--- config.mk ---
export PLATFORM = sky130hd
export DESIGN_NAME = can_ctrl_regfile
export DESIGN_NICKNAME = d
export VERILOG_FILES = /design/src/rtl/can_rf_pkg.sv /design/src/rtl/can_rf_mode.sv /design/src/rtl/can_rf_cmd.sv /design/src/rtl/can_rf_irq.sv /design/src/rtl/can_rf_errcnt.sv /design/src/rtl/can_ctrl_regfile.sv
export SDC_FILE = /design/constraint.sdc
export NUM_CORES = 1
export LEC_CHECK = 0
export ABC_AREA = 1
export CAP_MARGIN = 20
export CORE_ASPECT_RATIO = 0.7
export CORE_MARGIN = 10
export CORE_UTILIZATION = 50
export DETAILED_ROUTE_END_ITERATION = 12
export DONT_BUFFER_PORTS = 1
export GPL_ROUTABILITY_DRIVEN = 0
export MAX_ROUTING_LAYER = met4
export SLEW_MARGIN = 5
export SYNTH_ARGS = -nofsm -noshare
export SYNTH_HDL_FRONTEND = slang
export SYNTH_SLANG_ARGS = --single-unit
--- constraint.sdc ---
create_clock -name clk -period 1 [get_ports clk]
set_input_delay 0.05 -clock clk [delete_from_list [all_inputs] [get_ports clk]]
set_output_delay 0.05 -clock clk [all_outputs]
set_load 0.02 [all_outputs]
--- src/rtl/can_rf_pkg.sv ---
package can_rf_pkg;

  localparam int unsigned MODE_W   = 5;
  localparam int unsigned CMD_W    = 6;
  localparam int unsigned IRQ_W    = 8;
  localparam int unsigned STAT_W   = 8;
  localparam int unsigned CNT_W    = 8;
  localparam int unsigned SEG_W    = 5;

  localparam logic [MODE_W-1:0] MODE_RST_VAL = 5'b00001;
  localparam logic [STAT_W-1:0] STAT_RST_VAL = 8'h3C;

  // captured bus error
  typedef struct packed {
    logic [1:0]       kind;
    logic             dir;
    logic [SEG_W-1:0] seg;
  } err_cap_t;

  // mode update: run-time bits always, locked bits only from reset mode
  function automatic logic [MODE_W-1:0] mode_next(input logic [MODE_W-1:0] cur,
                                                  input logic [MODE_W-1:0] wr);
    logic [MODE_W-1:0] n;
    n      = cur;
    n[2:0] = wr[2:0];
    if (cur[0]) n[MODE_W-1:3] = wr[MODE_W-1:3];
    return n;
  endfunction

  function automatic logic irq_any(input logic [IRQ_W-1:0] flags,
                                   input logic [IRQ_W-1:0] en);
    return |(flags & en);
  endfunction

  function automatic logic [31:0] status_word(input err_cap_t cap,
                                              input logic [STAT_W-1:0] st);
    return {8'h00, cap, 8'h00, st};
  endfunction

  function automatic logic [31:0] count_word(input logic [CNT_W-1:0] tx,
                                             input logic [CNT_W-1:0] rx);
    return {8'h00, rx, 8'h00, tx};
  endfunction

endpackage

--- src/rtl/can_rf_mode.sv ---
module can_rf_mode
  import can_rf_pkg::*;
(
  input  logic              clk,
  input  logic              rst_n,
  input  logic              wr_en,
  input  logic [MODE_W-1:0] wdata,
  output logic [MODE_W-1:0] mode_q
);

  always_ff @(posedge clk or negedge rst_n) begin
    if (!rst_n)     mode_q <= MODE_RST_VAL;
    else if (wr_en) mode_q <= mode_next(mode_q, wdata);
  end

  AST_CFG_LOCKED: assert property (@(posedge clk) disable iff (!rst_n)
    !mode_q[0] |=> $stable(mode_q[MODE_W-1:3]));
  AST_MODE_HOLD: assert property (@(posedge clk) disable iff (!rst_n)
    !wr_en |=> $stable(mode_q));

endmodule

--- src/rtl/can_rf_cmd.sv ---
module can_rf_cmd
  import can_rf_pkg::*;
(
  input  logic             clk,
  input  logic             rst_n,
  input  logic             wr_en,
  input  logic [CMD_W-1:0] wdata,
  output logic [CMD_W-1:0] pulse_q
);

  always_ff @(posedge clk or negedge rst_n) begin
    if (!rst_n)     pulse_q <= '0;
    else if (wr_en) pulse_q <= wdata;
    else            pulse_q <= '0;
  end

  AST_PULSE_SINGLE: assert property (@(posedge clk) disable iff (!rst_n)
    (pulse_q != '0 && !wr_en) |=> pulse_q == '0);

endmodule

--- src/rtl/can_rf_irq.sv ---
module can_rf_irq
  import can_rf_pkg::*;
(
  input  logic             clk,
  input  logic             rst_n,
  input  logic [IRQ_W-1:0] evt_set,
  input  logic             clr_wr,
  input  logic             en_wr,
  input  logic [IRQ_W-1:0] wdata,
  output logic [IRQ_W-1:0] flag_q,
  output logic [IRQ_W-1:0] en_q,
  output logic             irq
);

  logic [IRQ_W-1:0] clr_strobe;
  assign clr_strobe = clr_wr ? wdata : '0;

  for (genvar i = 0; i < IRQ_W; i++) begin : g_flag
    always_ff @(posedge clk or negedge rst_n) begin
      if (!rst_n)             flag_q[i] <= 1'b0;
      else if (evt_set[i])    flag_q[i] <= 1'b1;
      else if (clr_strobe[i]) flag_q[i] <= 1'b0;
    end

    AST_SET_WINS: assert property (@(posedge clk) disable iff (!rst_n)
      evt_set[i] |=> flag_q[i]);
    AST_CLR_ONLY_BY_WRITE: assert property (@(posedge clk) disable iff (!rst_n)
      $fell(flag_q[i]) |-> $past(clr_strobe[i]));
  end

  always_ff @(posedge clk or negedge rst_n) begin
    if (!rst_n)     en_q <= '0;
    else if (en_wr) en_q <= wdata;
  end

  assign irq = irq_any(flag_q, en_q);

  AST_MASKED_QUIET: assert property (@(posedge clk) disable iff (!rst_n)
    (en_q == '0) |-> !irq);

endmodule

--- src/rtl/can_rf_errcnt.sv ---
module can_rf_errcnt
  import can_rf_pkg::*;
(
  input  logic             clk,
  input  logic             rst_n,
  input  logic             clr_wr,
  input  logic             upd,
  input  logic [CNT_W-1:0] tx_in,
  input  logic [CNT_W-1:0] rx_in,
  output logic [CNT_W-1:0] tx_q,
  output logic [CNT_W-1:0] rx_q
);

  always_ff @(posedge clk or negedge rst_n) begin
    if (!rst_n) begin
      tx_q <= '0;
      rx_q <= '0;
    end else if (clr_wr) begin
      tx_q <= '0;
      rx_q <= '0;
    end else if (upd) begin
      tx_q <= tx_in;
      rx_q <= rx_in;
    end
  end

  AST_CNT_CLEARED: assert property (@(posedge clk) disable iff (!rst_n)
    clr_wr |=> (tx_q == '0 && rx_q == '0));
  AST_CNT_HOLD: assert property (@(posedge clk) disable iff (!rst_n)
    (!clr_wr && !upd) |=> ($stable(tx_q) && $stable(rx_q)));

endmodule

--- src/rtl/can_ctrl_regfile.sv ---
module can_ctrl_regfile
  import can_rf_pkg::*;
#(
  parameter int unsigned ADDR_W = 8,
  parameter int unsigned DATA_W = 32
) (
  input  logic              clk,
  input  logic              rst_n,
  input  logic [ADDR_W-1:0] bus_addr,
  input  logic              bus_wr,
  input  logic              bus_rd,
  input  logic [DATA_W-1:0] bus_wdata,
  output logic [DATA_W-1:0] bus_rdata,
  output logic              irq,
  output logic              mode_reset,
  output logic              mode_listen,
  output logic              mode_loopback,
  output logic              mode_single_filter,
  output logic              mode_sleep,
  output logic [CMD_W-1:0]  cmd_pulse,
  output logic              errcnt_clr,
  input  logic [IRQ_W-1:0]  evt_set,
  input  logic [STAT_W-1:0] eng_status,
  input  logic              err_cap_valid,
  input  logic [1:0]        err_kind,
  input  logic              err_dir,
  input  logic [SEG_W-1:0]  err_seg,
  input  logic              cnt_upd,
  input  logic [CNT_W-1:0]  tx_err_cnt,
  input  logic [CNT_W-1:0]  rx_err_cnt
);

  localparam logic [ADDR_W-1:0] OFS_MODE   = ADDR_W'(8'h00);
  localparam logic [ADDR_W-1:0] OFS_CMD    = ADDR_W'(8'h04);
  localparam logic [ADDR_W-1:0] OFS_STATUS = ADDR_W'(8'h08);
  localparam logic [ADDR_W-1:0] OFS_FLAGS  = ADDR_W'(8'h0C);
  localparam logic [ADDR_W-1:0] OFS_ENABLE = ADDR_W'(8'h10);
  localparam logic [ADDR_W-1:0] OFS_COUNT  = ADDR_W'(8'h14);

  // named write decodes
  logic wr_mode, wr_cmd, wr_flags, wr_enable, wr_count;
  assign wr_mode   = bus_wr && (bus_addr == OFS_MODE);
  assign wr_cmd    = bus_wr && (bus_addr == OFS_CMD);
  assign wr_flags  = bus_wr && (bus_addr == OFS_FLAGS);
  assign wr_enable = bus_wr && (bus_addr == OFS_ENABLE);
  assign wr_count  = bus_wr && (bus_addr == OFS_COUNT);

  logic wdata_unused;
  assign wdata_unused = ^bus_wdata[DATA_W-1:IRQ_W];

  logic [MODE_W-1:0] mode_q;
  logic [IRQ_W-1:0]  flag_q, en_q;
  logic [CNT_W-1:0]  tx_q, rx_q;
  logic [STAT_W-1:0] status_q;
  err_cap_t          cap_q;

  can_rf_mode u_mode (
    .clk(clk), .rst_n(rst_n), .wr_en(wr_mode),
    .wdata(bus_wdata[MODE_W-1:0]), .mode_q(mode_q)
  );

  can_rf_cmd u_cmd (
    .clk(clk), .rst_n(rst_n), .wr_en(wr_cmd),
    .wdata(bus_wdata[CMD_W-1:0]), .pulse_q(cmd_pulse)
  );

  can_rf_irq u_irq (
    .clk(clk), .rst_n(rst_n), .evt_set(evt_set), .clr_wr(wr_flags),
    .en_wr(wr_enable), .wdata(bus_wdata[IRQ_W-1:0]),
    .flag_q(flag_q), .en_q(en_q), .irq(irq)
  );

  can_rf_errcnt u_cnt (
    .clk(clk), .rst_n(rst_n), .clr_wr(wr_count), .upd(cnt_upd),
    .tx_in(tx_err_cnt), .rx_in(rx_err_cnt), .tx_q(tx_q), .rx_q(rx_q)
  );

  assign errcnt_clr = wr_count;

  assign mode_reset         = mode_q[0];
  assign mode_listen        = mode_q[1];
  assign mode_loopback      = mode_q[2];
  assign mode_single_filter = mode_q[3];
  assign mode_sleep         = mode_q[4];

  // status sampling and error capture
  always_ff @(posedge clk or negedge rst_n) begin
    if (!rst_n) begin
      status_q <= STAT_RST_VAL;
      cap_q    <= '0;
    end else begin
      status_q <= eng_status;
      if (err_cap_valid) cap_q <= '{kind: err_kind, dir: err_dir, seg: err_seg};
    end
  end

  // read mux and one-cycle registered return
  logic [31:0] rd_word;
  always_comb begin
    unique case (bus_addr)
      OFS_MODE:   rd_word = {{(32-MODE_W){1'b0}}, mode_q};
      OFS_STATUS: rd_word = status_word(cap_q, status_q);
      OFS_FLAGS:  rd_word = {{(32-IRQ_W){1'b0}}, flag_q};
      OFS_ENABLE: rd_word = {{(32-IRQ_W){1'b0}}, en_q};
      OFS_COUNT:  rd_word = count_word(tx_q, rx_q);
      default:    rd_word = '0;
    endcase
  end

  always_ff @(posedge clk or negedge rst_n) begin
    if (!rst_n)      bus_rdata <= '0;
    else if (bus_rd) bus_rdata <= DATA_W'(rd_word);
    else             bus_rdata <= '0;
  end

  AST_RDATA_IDLE: assert property (@(posedge clk) disable iff (!rst_n)
    !bus_rd |=> bus_rdata == '0);
  AST_CMD_READS_ZERO: assert property (@(posedge clk) disable iff (!rst_n)
    (bus_rd && bus_addr == OFS_CMD) |=> bus_rdata == '0);
  AST_PULSE_FROM_WRITE: assert property (@(posedge clk) disable iff (!rst_n)
    (cmd_pulse != '0) |-> $past(wr_cmd));
  AST_CAP_HOLD: assert property (@(posedge clk) disable iff (!rst_n)
    !err_cap_valid |=> $stable(cap_q));

endmodule

# After elaboration in Yosys (flattened, before gate mapping)

Cells that the tools add are included.

Equal/unequal tests: 5
Muxes and demuxes: 24
Bitwise logic cells: 1
Reduce and logical (&&, ||, !) cells: 17

Operators with widths:

| operator                                                        | count |
|---|---|
| 24-bit one-hot mux with 5 select lines                          | 1 |
| 8-bit two-way mux                                               | 5 |
| 32-bit two-way mux                                              | 1 |
| 2-bit nonzero test                                              | 9 |
| 8-bit by 4-bit == test with 1-bit output, second input constant | 2 |
| 8-bit by 5-bit == test with 1-bit output, second input constant | 2 |
| 1-bit two-way mux                                               | 16 |
| 8-bit AND                                                       | 1 |
| 8-bit by 3-bit == test with 1-bit output, second input constant | 1 |
| 8-bit zero test                                                 | 1 |
| 8-bit OR reduction                                              | 1 |
| 6-bit two-way mux                                               | 1 |
| 1-bit logical AND                                               | 5 |
| 2-bit AND reduction                                             | 1 |

Register bits after elaboration: 91
Bits of input ports: 86
Output and inout port bits: 45
Word-level logic and storage cells: 66

# Depth between registers and ports, before layout

Gate-level depths: netlist (run 1).

Depth in word-level cells: 5
Depth in mapped cells: 9
Depth with buffers taken out: 8

# Modules after synthesis

Synthesis (run 1) repeated with hierarchy kept, for this count alone.

Cell total of the unflattened synthesis: 387
Area total of the unflattened synthesis: 3,344.5 µm²

By module, submodules not included:

| module           | times used | cells an instance | area an instance (µm²) |
|---|---|---|---|
| can_ctrl_regfile | 1          | 204               | 1,635.3 |
| can_rf_irq       | 1          | 73                | 663.1 |
| can_rf_errcnt    | 1          | 70                | 648.1 |
| can_rf_mode      | 1          | 22                | 202.7 |
| can_rf_cmd       | 1          | 18                | 195.2 |

# Worst setup path after synthesis (run 1)

Ideal clock, no wire load.

Path kind: register -> register
From: register u_mode.mode_q[0]
To: register u_mode.mode_q[4]
Arrival: 0.843 ns
Data required time: 0.873 ns
Slack: 0.031 ns
Cell stages (with the launch flop): 4
Buffers on the path: 0
Period minus slack after synthesis: 0.969 ns
Cells stage by stage: dfstp_2 > nand3_1 > nand2_1 > o21ai_0

Word-level cells in the longest chain between the ends: 1

RTL lines:

| what                          | RTL line          | source |
|---|---|---|
| start: declaration            | can_rf_mode.sv:8  | `output logic [MODE_W-1:0] mode_q` |
| start signal: assignment      | can_rf_mode.sv:13 | `else if (wr_en) mode_q <= mode_next(mode_q, wdata);` |
| 2-bit AND reduction (no line) | --                |  |

Every way passes these cells.
A chain may end at the register's enable or synchronous reset.

# Worst setup path after layout (run 1)

From: register u_irq.flag_q[3]
To: output port irq

Word-level cells in the longest chain between the ends: 2

RTL lines:

| what                             | RTL line               | source |
|---|---|---|
| start: declaration               | can_rf_irq.sv:10       | `output logic [IRQ_W-1:0] flag_q,` |
| start signal: indexed assignment | can_rf_irq.sv:20       | `if (!rst_n) flag_q[i] <= 1'b0;` |
| start signal: indexed assignment | can_rf_irq.sv:21       | `else if (evt_set[i]) flag_q[i] <= 1'b1;` |
| start signal: indexed assignment | can_rf_irq.sv:22       | `else if (clr_strobe[i]) flag_q[i] <= 1'b0;` |
| 8-bit AND                        | can_rf_pkg.sv:32       | `return \|(flags & en);` |
| 8-bit OR reduction               | can_rf_pkg.sv:32       |  |
| end: declaration                 | can_ctrl_regfile.sv:14 | `output logic irq,` |

Every way passes these cells.

==> results of run 1 <==
## through the flow
step	TNS, ns	utilization	hold slack, ns
2_1_floorplan	0	-	-0.246
3_3_place_gp	-0.189	0.532	-0.244
3_5_place_dp	-0.554	0.532	-0.243
4_1_cts	-4.52	0.647	-0.622
5_1_grt	-0.702	0.652	-0.629
6_report	-0.456	0.652	-0.608
## kinds of logic (layout without fill, tap and decap cells)
| group | after synthesis | in the layout | share of synthesized area |
|---|---|---|---|
| AOI/OAI and AO/OA | 49 | 49 | 0.0868 |
| buffers and inverters | 55 | 119 | 0.0901 |
| DFF | 75 | 75 | 0.549 |
| muxes | 8 | 8 | 0.0263 |
| other | 1 | 16 | 0.00109 |
| and+or+nand+nor | 179 | 179 | 0.247 |
## layout by cell type, fill, tap and decap left out, types with 2 or more instances in the layout
| master | count |
|---|---|
| nand2_1 | 112 |
| dfrtp_1 | 70 |
| dlygate4sd3_1 | 51 |
| nor2_1 | 33 |
| inv_1 | 22 |
| buf_4 | 19 |
| a21oi_1 | 17 |
| conb_1 | 16 |
| o21ai_0 | 14 |
| nand3_1 | 13 |
| a21oi_2 | 10 |
| clkbuf_8 | 10 |
| mux2_2 | 8 |
| inv_2 | 6 |
| nor2_4 | 6 |
| dfstp_2 | 5 |
| nand2_4 | 3 |
| nor2_8 | 3 |
| nand2_2 | 3 |
| nand3_4 | 2 |
| o21ai_2 | 2 |
| o21bai_1 | 2 |
| a21o_1 | 2 |
| clkbuf_1 | 2 |
| bufinv_16 | 2 |
| buf_6 | 2 |
## power groups by stage
| stage | Sequential [uW] | Clock (uW) | Combinational, uW |
|---|---|---|---|
| detailed placement | 3320 | 0 | 366 |
| global route | 3280 | 2710 | 635 |
| global placement | 3310 | 0 | 359 |
| finish | 3260 | 2550 | 575 |
| CTS | 3260 | 2620 | 561 |
| floorplan | 3310 | 0 | 358 |
## worst reg2reg max path: cells and delay by family, from the launching register on
kind / cells / cell delay, ns
buffers and inverters: 2 / 0.25
DFF: 1 / 0.39
and+or+nand+nor: 4 / 0.29
## what timing repair did
action,4_1_cts,5_1_grt
setup buffers,2,1
setup endpoints to repair,3,20
resized for setup,6,7
endpoints found under the hold margin,135,75
pin swaps,1,1
## per-layer routing
metal	vias to the layer above	wire length [um]
li1	1269	-
met1	1230	4070
met2	86	3850
met3	14	519
met4	0	82
met5	-	0
## path summary, 6_finish.rpt
path	from	to	slack, ns	cells past startpoint
min in group clk	bus_rd	bus_rdata[16]	0.04	3
max	u_irq.flag_q[3]	irq	-0.33	5
max in group asynchronous	rst_n	status_q[4]	1.41	0
min	rst_n	u_cmd.pulse_q[5]	-0.61	0
min reg2reg	cap_q[1]	cap_q[1]	0.51	1
max reg2reg	u_irq.en_q[3]	bus_rdata[3]	-0.03	6
## layout make-up
cell class	instances	area [sq um]
tap	94	118
clock buffer	12	145
timing repair buffer	74	708
sequential	75	1880
multi-input combinational	252	1330
clock inverter	4	73.8
inverter	29	111
fill	567	2330
## registers in the layout (all words and copies together), names as in the netlist
signal         cells
u_cnt.tx_q         8
bus_rdata         16
u_mode.mode_q      5
u_irq.flag_q       8
u_cmd.pulse_q      6
u_irq.en_q         8
cap_q              8
status_q           8
u_cnt.rx_q         8
==> results.txt, run 1 <==
Number of buffers added on ports = 0
Relative slew slack = 0.577
P_sw = 1440 uW
Design area = 4360 sq um
Global-route wire length before repair = 13.8 mm
Tmin final = 1.33 ns
H-tree Lvls = 3
Cell area after placement = 3560 sq um
Clock network power share = 0.399
Switching part of the total = 0.226
Worst path max stage delay = 0.40 ns
WP buf/inv = 2
WS Path Type = reg2out
DP HPWL = 6.05 mm
Reg clk slew, reported paths = 0.08 ns
CTS Root Cell = clkbuf_8
CP max stage cell = dfrtp_1
Post-Route Skew = 0.00650 ns
Worst slew pin tran = 0.634 ns
Final ANT Viol Nets = 0
Synth Cell Area = 3430 sq um
Via count = 2,599
Static leakage = 0.00213 uW
Ys async rst share = 1.00
Final setup viols = 3
Layout area overhead = 27.2%
GRT Max-Usage Layer = met2
CP arrival = 1.28 ns
Die X = 119 um
Via density = 4.81
I/O pin count = 131
Post-synthesis sequential area ratio = 0.549
Critical path endpoint category = output port
Total power = 6390 uW
RSZ-0062 raised after global routing = true
Max Freq = 0.753 GHz
Global Route met2 Usage = 0.250
Global routing usage on met1 = 0.220
Die Ht = 89.3 um
Total track usage = 0.170
Comb power frac = 0.090
Pre-CTS setup slack = -0.0568 ns
Final WL = 8.52 mm
Cts bufs inserted = 9
Ratio of cells with drive above 1 in the final layout = 0.197
Worst hold margin = -0.608 ns
Final #Nets = 527
Required @ worst endpoint = 0.95 ns
CP top delay family = flip-flops
ANT cells = 0
Critical path cell sequence = inv_2 -> o22ai_4 -> a21oi_2 -> nand4_1 -> buf_6
Register share of total power = 0.511
PwrDens = 1460 nW/um^2
Synth top area share = 0.511
Synth cell count leaders = nand2_1 (112), dfrtp_1 (70), nor2_1 (33)
Final Max Tran Viols = 0
Most frequent cell after synthesis = nand2_1
Clock sink count = 75
Failing checks = hold timing, setup timing
Final worst slack = -0.328 ns
Vias in the first global route = 2,738
Number of remaining DRC errors = 0
Final hold violations = 75
Leading area contributor after synthesis = dfrtp_1
WL/cell = 15.8 um
Hold Path Class = in2async
GRT overflow = 0
CTS max path bufs = 2
Run status = finished, violations left
Worst setup SP type = flop
Placed cell count = 469
Core area = 6690 sq um
Pin count of the biggest net entering global routing = 76
Synthesized area per cell = 9.35 sq um
CTS tree = done
Effective utilization at floorplan = 0.513
Synth Register Bits = 75
Finished Layout Cells = 540
Netlist cell types = 31
Cells after Synth = 367
Critical path peak fanout = 2
DR pass1 iterations = 4
Die area = 10,600 sq um
FP Rows = 25
Ys flop type = dfrtp_1
Clk Latency, worst-skew pair = 0.34 ns
Ys Warns = 0
Met3 usage = 0.0536
Post-synth EDFFs = 0
Worst-case vdd ir drop = 0.881 mV
Detailed Route Iter0 Violations = 161
Internal Power = 4940 uW
Synth area leaders = dfrtp_1 (51%), nand2_1 (12%), dfstp_2 (3.8%), nor2_1 (3.6%), buf_4 (3.5%)
Post-CTS Hold Buffers = 52
Max Cap Viol = 0
Initial antenna violation count = 0
Final cycle utilization of the critical path = 1.33
No activity file was read; power rests on OpenSTA's default activity.
==> inputs of run 2 (changes only) <==
--- a/config.mk
+++ b/config.mk
@@ -14,7 +14,6 @@
 export DONT_BUFFER_PORTS = 1
 export GPL_ROUTABILITY_DRIVEN = 0
 export MAX_ROUTING_LAYER = met4
-export SLEW_MARGIN = 5
 export SYNTH_ARGS = -nofsm -noshare
 export SYNTH_HDL_FRONTEND = slang
 export SYNTH_SLANG_ARGS = --single-unit
==> constraint.sdc (replaced) <==
create_clock -name clk -period 1.7 [get_ports clk]
set_input_delay 0.085 -clock clk [delete_from_list [all_inputs] [get_ports clk]]
set_output_delay 0.085 -clock clk [all_outputs]
set_load 0.02 [all_outputs]
==> results.txt, run 2 (synthesized netlist as in run 1, its figures left out) <==
Final Max Tran Viols = 0 (unchanged)
Clock sink count = 75 (unchanged)
Clk Latency, worst-skew pair = 0.37 ns (+0.03 ns)
Number of remaining DRC errors = 0 (unchanged)
CTS tree = done
Final hold violations = 75 (unchanged)
I/O pin count = 131 (unchanged)
Total power = 3670 uW (-42%)
Initial antenna violation count = 0 (unchanged)
Max Freq = 0.670 GHz
Critical path endpoint category = output port
Via density = 4.83 (+0.35%)
Post-CTS Hold Buffers = 72 (+38%)
Final cycle utilization of the critical path = 0.878
Number of buffers added on ports = 0 (unchanged)
DR pass1 iterations = 4 (unchanged)
H-tree Lvls = 3 (unchanged)
Setup bufs post-CTS = 0 (-2)
Post_cts resized = 0 (-6)
Cell area after placement = 3420 sq um (-3.9%)
Multi-input gate area = 1290 sq um (-2.3%)
GRT overflow = 0 (unchanged)
Design area = 4350 sq um (-0.40%)
WL/cell = 16.6 um (+5.5%)
Critical path peak fanout = 2 (unchanged)
Hold Path Class = in2async
Fillcell total = 577 (+1.8%)
Run status = finished, violations left
Core area = 6690 sq um (unchanged)
Ratio of cells with drive above 1 in the final layout = 0.141 (-0.0561)
Post-route setup TNS = 0 ns (+0.456 ns)
Cts bufs inserted = 9 (unchanged)
Effective utilization at floorplan = 0.513 (unchanged)
Detailed Route Iter0 Violations = 128 (-20%)
Final WL = 9.00 mm (+5.7%)
Worst setup SP type = flop
Worst path max stage delay = 0.40 ns (about the same)
Global-route wire length before repair = 14.4 mm (+4.1%)
CTS Root Cell = clkbuf_8
Final ANT Viol Nets = 0 (unchanged)
Total track usage = 0.180 (+0.0104)
Static leakage = 0.00207 uW (-3.0%)
Vias in the first global route = 2,693 (-1.6%)
PwrDens = 845 nW/um^2 (-42%)
Commonest non-fill, non-tap cells in the layout = nand2_1 (112), dlygate4sd3_1 (72), dfrtp_1 (70)
FP Rows = 25 (unchanged)
Die X = 119 um (unchanged)
Die area = 10,600 sq um (unchanged)
CTS max path bufs = 2 (unchanged)
Relative slew slack = 0.640 (+0.0637)
DP HPWL = 5.99 mm (-1.1%)
Layout area overhead = 26.7%
Max Cap Viol = 0 (unchanged)
Required @ worst endpoint = 1.62 ns (+0.67 ns)
Number of flip-flops in the largest register = 16 (unchanged)
Worst hold margin = -0.590 ns (+0.0181 ns)
Top reg by flops = bus_rdata
Final setup viols = 0 (-3)
Die Ht = 89.3 um (unchanged)
Via count = 2,613 (+0.54%)
Worst slew pin tran = 0.539 ns (-0.0951 ns)
Post-Route Skew = 0.0133 ns (+0.00679 ns)
Failing checks = hold timing
CP max stage cell = dfrtp_1
RSZ-0062 raised after global routing = false
Tmin final = 1.49 ns
Reg clk slew, reported paths = 0.08 ns (about the same)
WS Path Type = reg2out
Final #Nets = 527 (unchanged)
Commonest non-fill, non-tap cell in the layout = nand2_1
Pin count of the biggest net entering global routing = 76 (unchanged)
Register area = 1880 sq um (unchanged)
Critical path cell sequence = inv_1 -> o22ai_1 -> a21oi_1 -> nand4_1
Worst-case vdd ir drop = 0.708 mV (-20%)
CP arrival = 1.41 ns (+0.13 ns)
run 2: cell types whose count changed in the layout (fill, tap and decap cells not counted), sizes merged:
cell	delta
buf	-20
bufinv	-1
clkbuf	-2
clkinvlp	+2
diode	+1
dlygate4sd3	+21
dlymetal6s2s	-1
inv	+1
run 2: through the flow:
| step | std cells | hold slack (ns) | setup slack [ns] | util |
|---|---|---|---|---|
| finish | 541 | -0.590 | 0.207 | 0.649 |
| global route | 540 | -0.623 | 0.114 | 0.649 |
| CTS | 540 | -0.605 | 0.195 | 0.649 |
| detailed placement | 452 | -0.209 | 0.532 | 0.511 |
| global placement | 452 | -0.209 | 0.541 | 0.511 |
| floorplan | 382 | -0.211 | 0.706 | - |
run 2: report_power, final:
part           leakage, uW  switching, uW  internal [uW]  total [uW]
registers         0.000908           55.9           1870        1930
clock network    0.0000987            690            717        1410
logic              0.00106            160            180         341
run 2: worst max-delay path, delay by kind of cell (launching register included):
| kind | cells | cell delay (ns) |
|---|---|---|
| flip-flops | 1 | 0.40 |
| AO/OA/AOI/OAI | 2 | 0.28 |
| AND/OR/NAND/NOR | 1 | 0.28 |
| buffers and inverters | 1 | 0.08 |
run 2: path summary, 6_finish.rpt:
kind,start,end,slack (ns),depth (start not counted)
worst max-delay path,u_irq.flag_q[3],irq,0.21,4
worst min-delay path,rst_n,u_irq.flag_q[5],-0.59,0
worst max register to register,cap_q[2],cap_q[2],0.35,2
worst min register to register,cap_q[0],bus_rdata[16],0.53,2
max in group asynchronous,rst_n,status_q[3],2.06,0
min in group clk,bus_addr[2],bus_rdata[23],0.05,4
run 2: area by class of cell:
type	instances	area share
inverters	29	0.0256
multi-input cells	252	0.298
repair buffers	74	0.169
flip-flops and latches	75	0.433
clock buffers	10	0.0317
diodes	1	0.000576
well taps	94	0.0271
clock inverters	6	0.0147
run 2: metal layers:
layer | wire length (um) | global-route usage | up-vias
met1 | 4090 | 0.225 | 1243
met2 | 4160 | 0.266 | 96
met3 | 719 | 0.0782 | 6
met4 | 41 | 0.0431 | 0
met5 | 0 | - | -
li1 | - | - | 1268
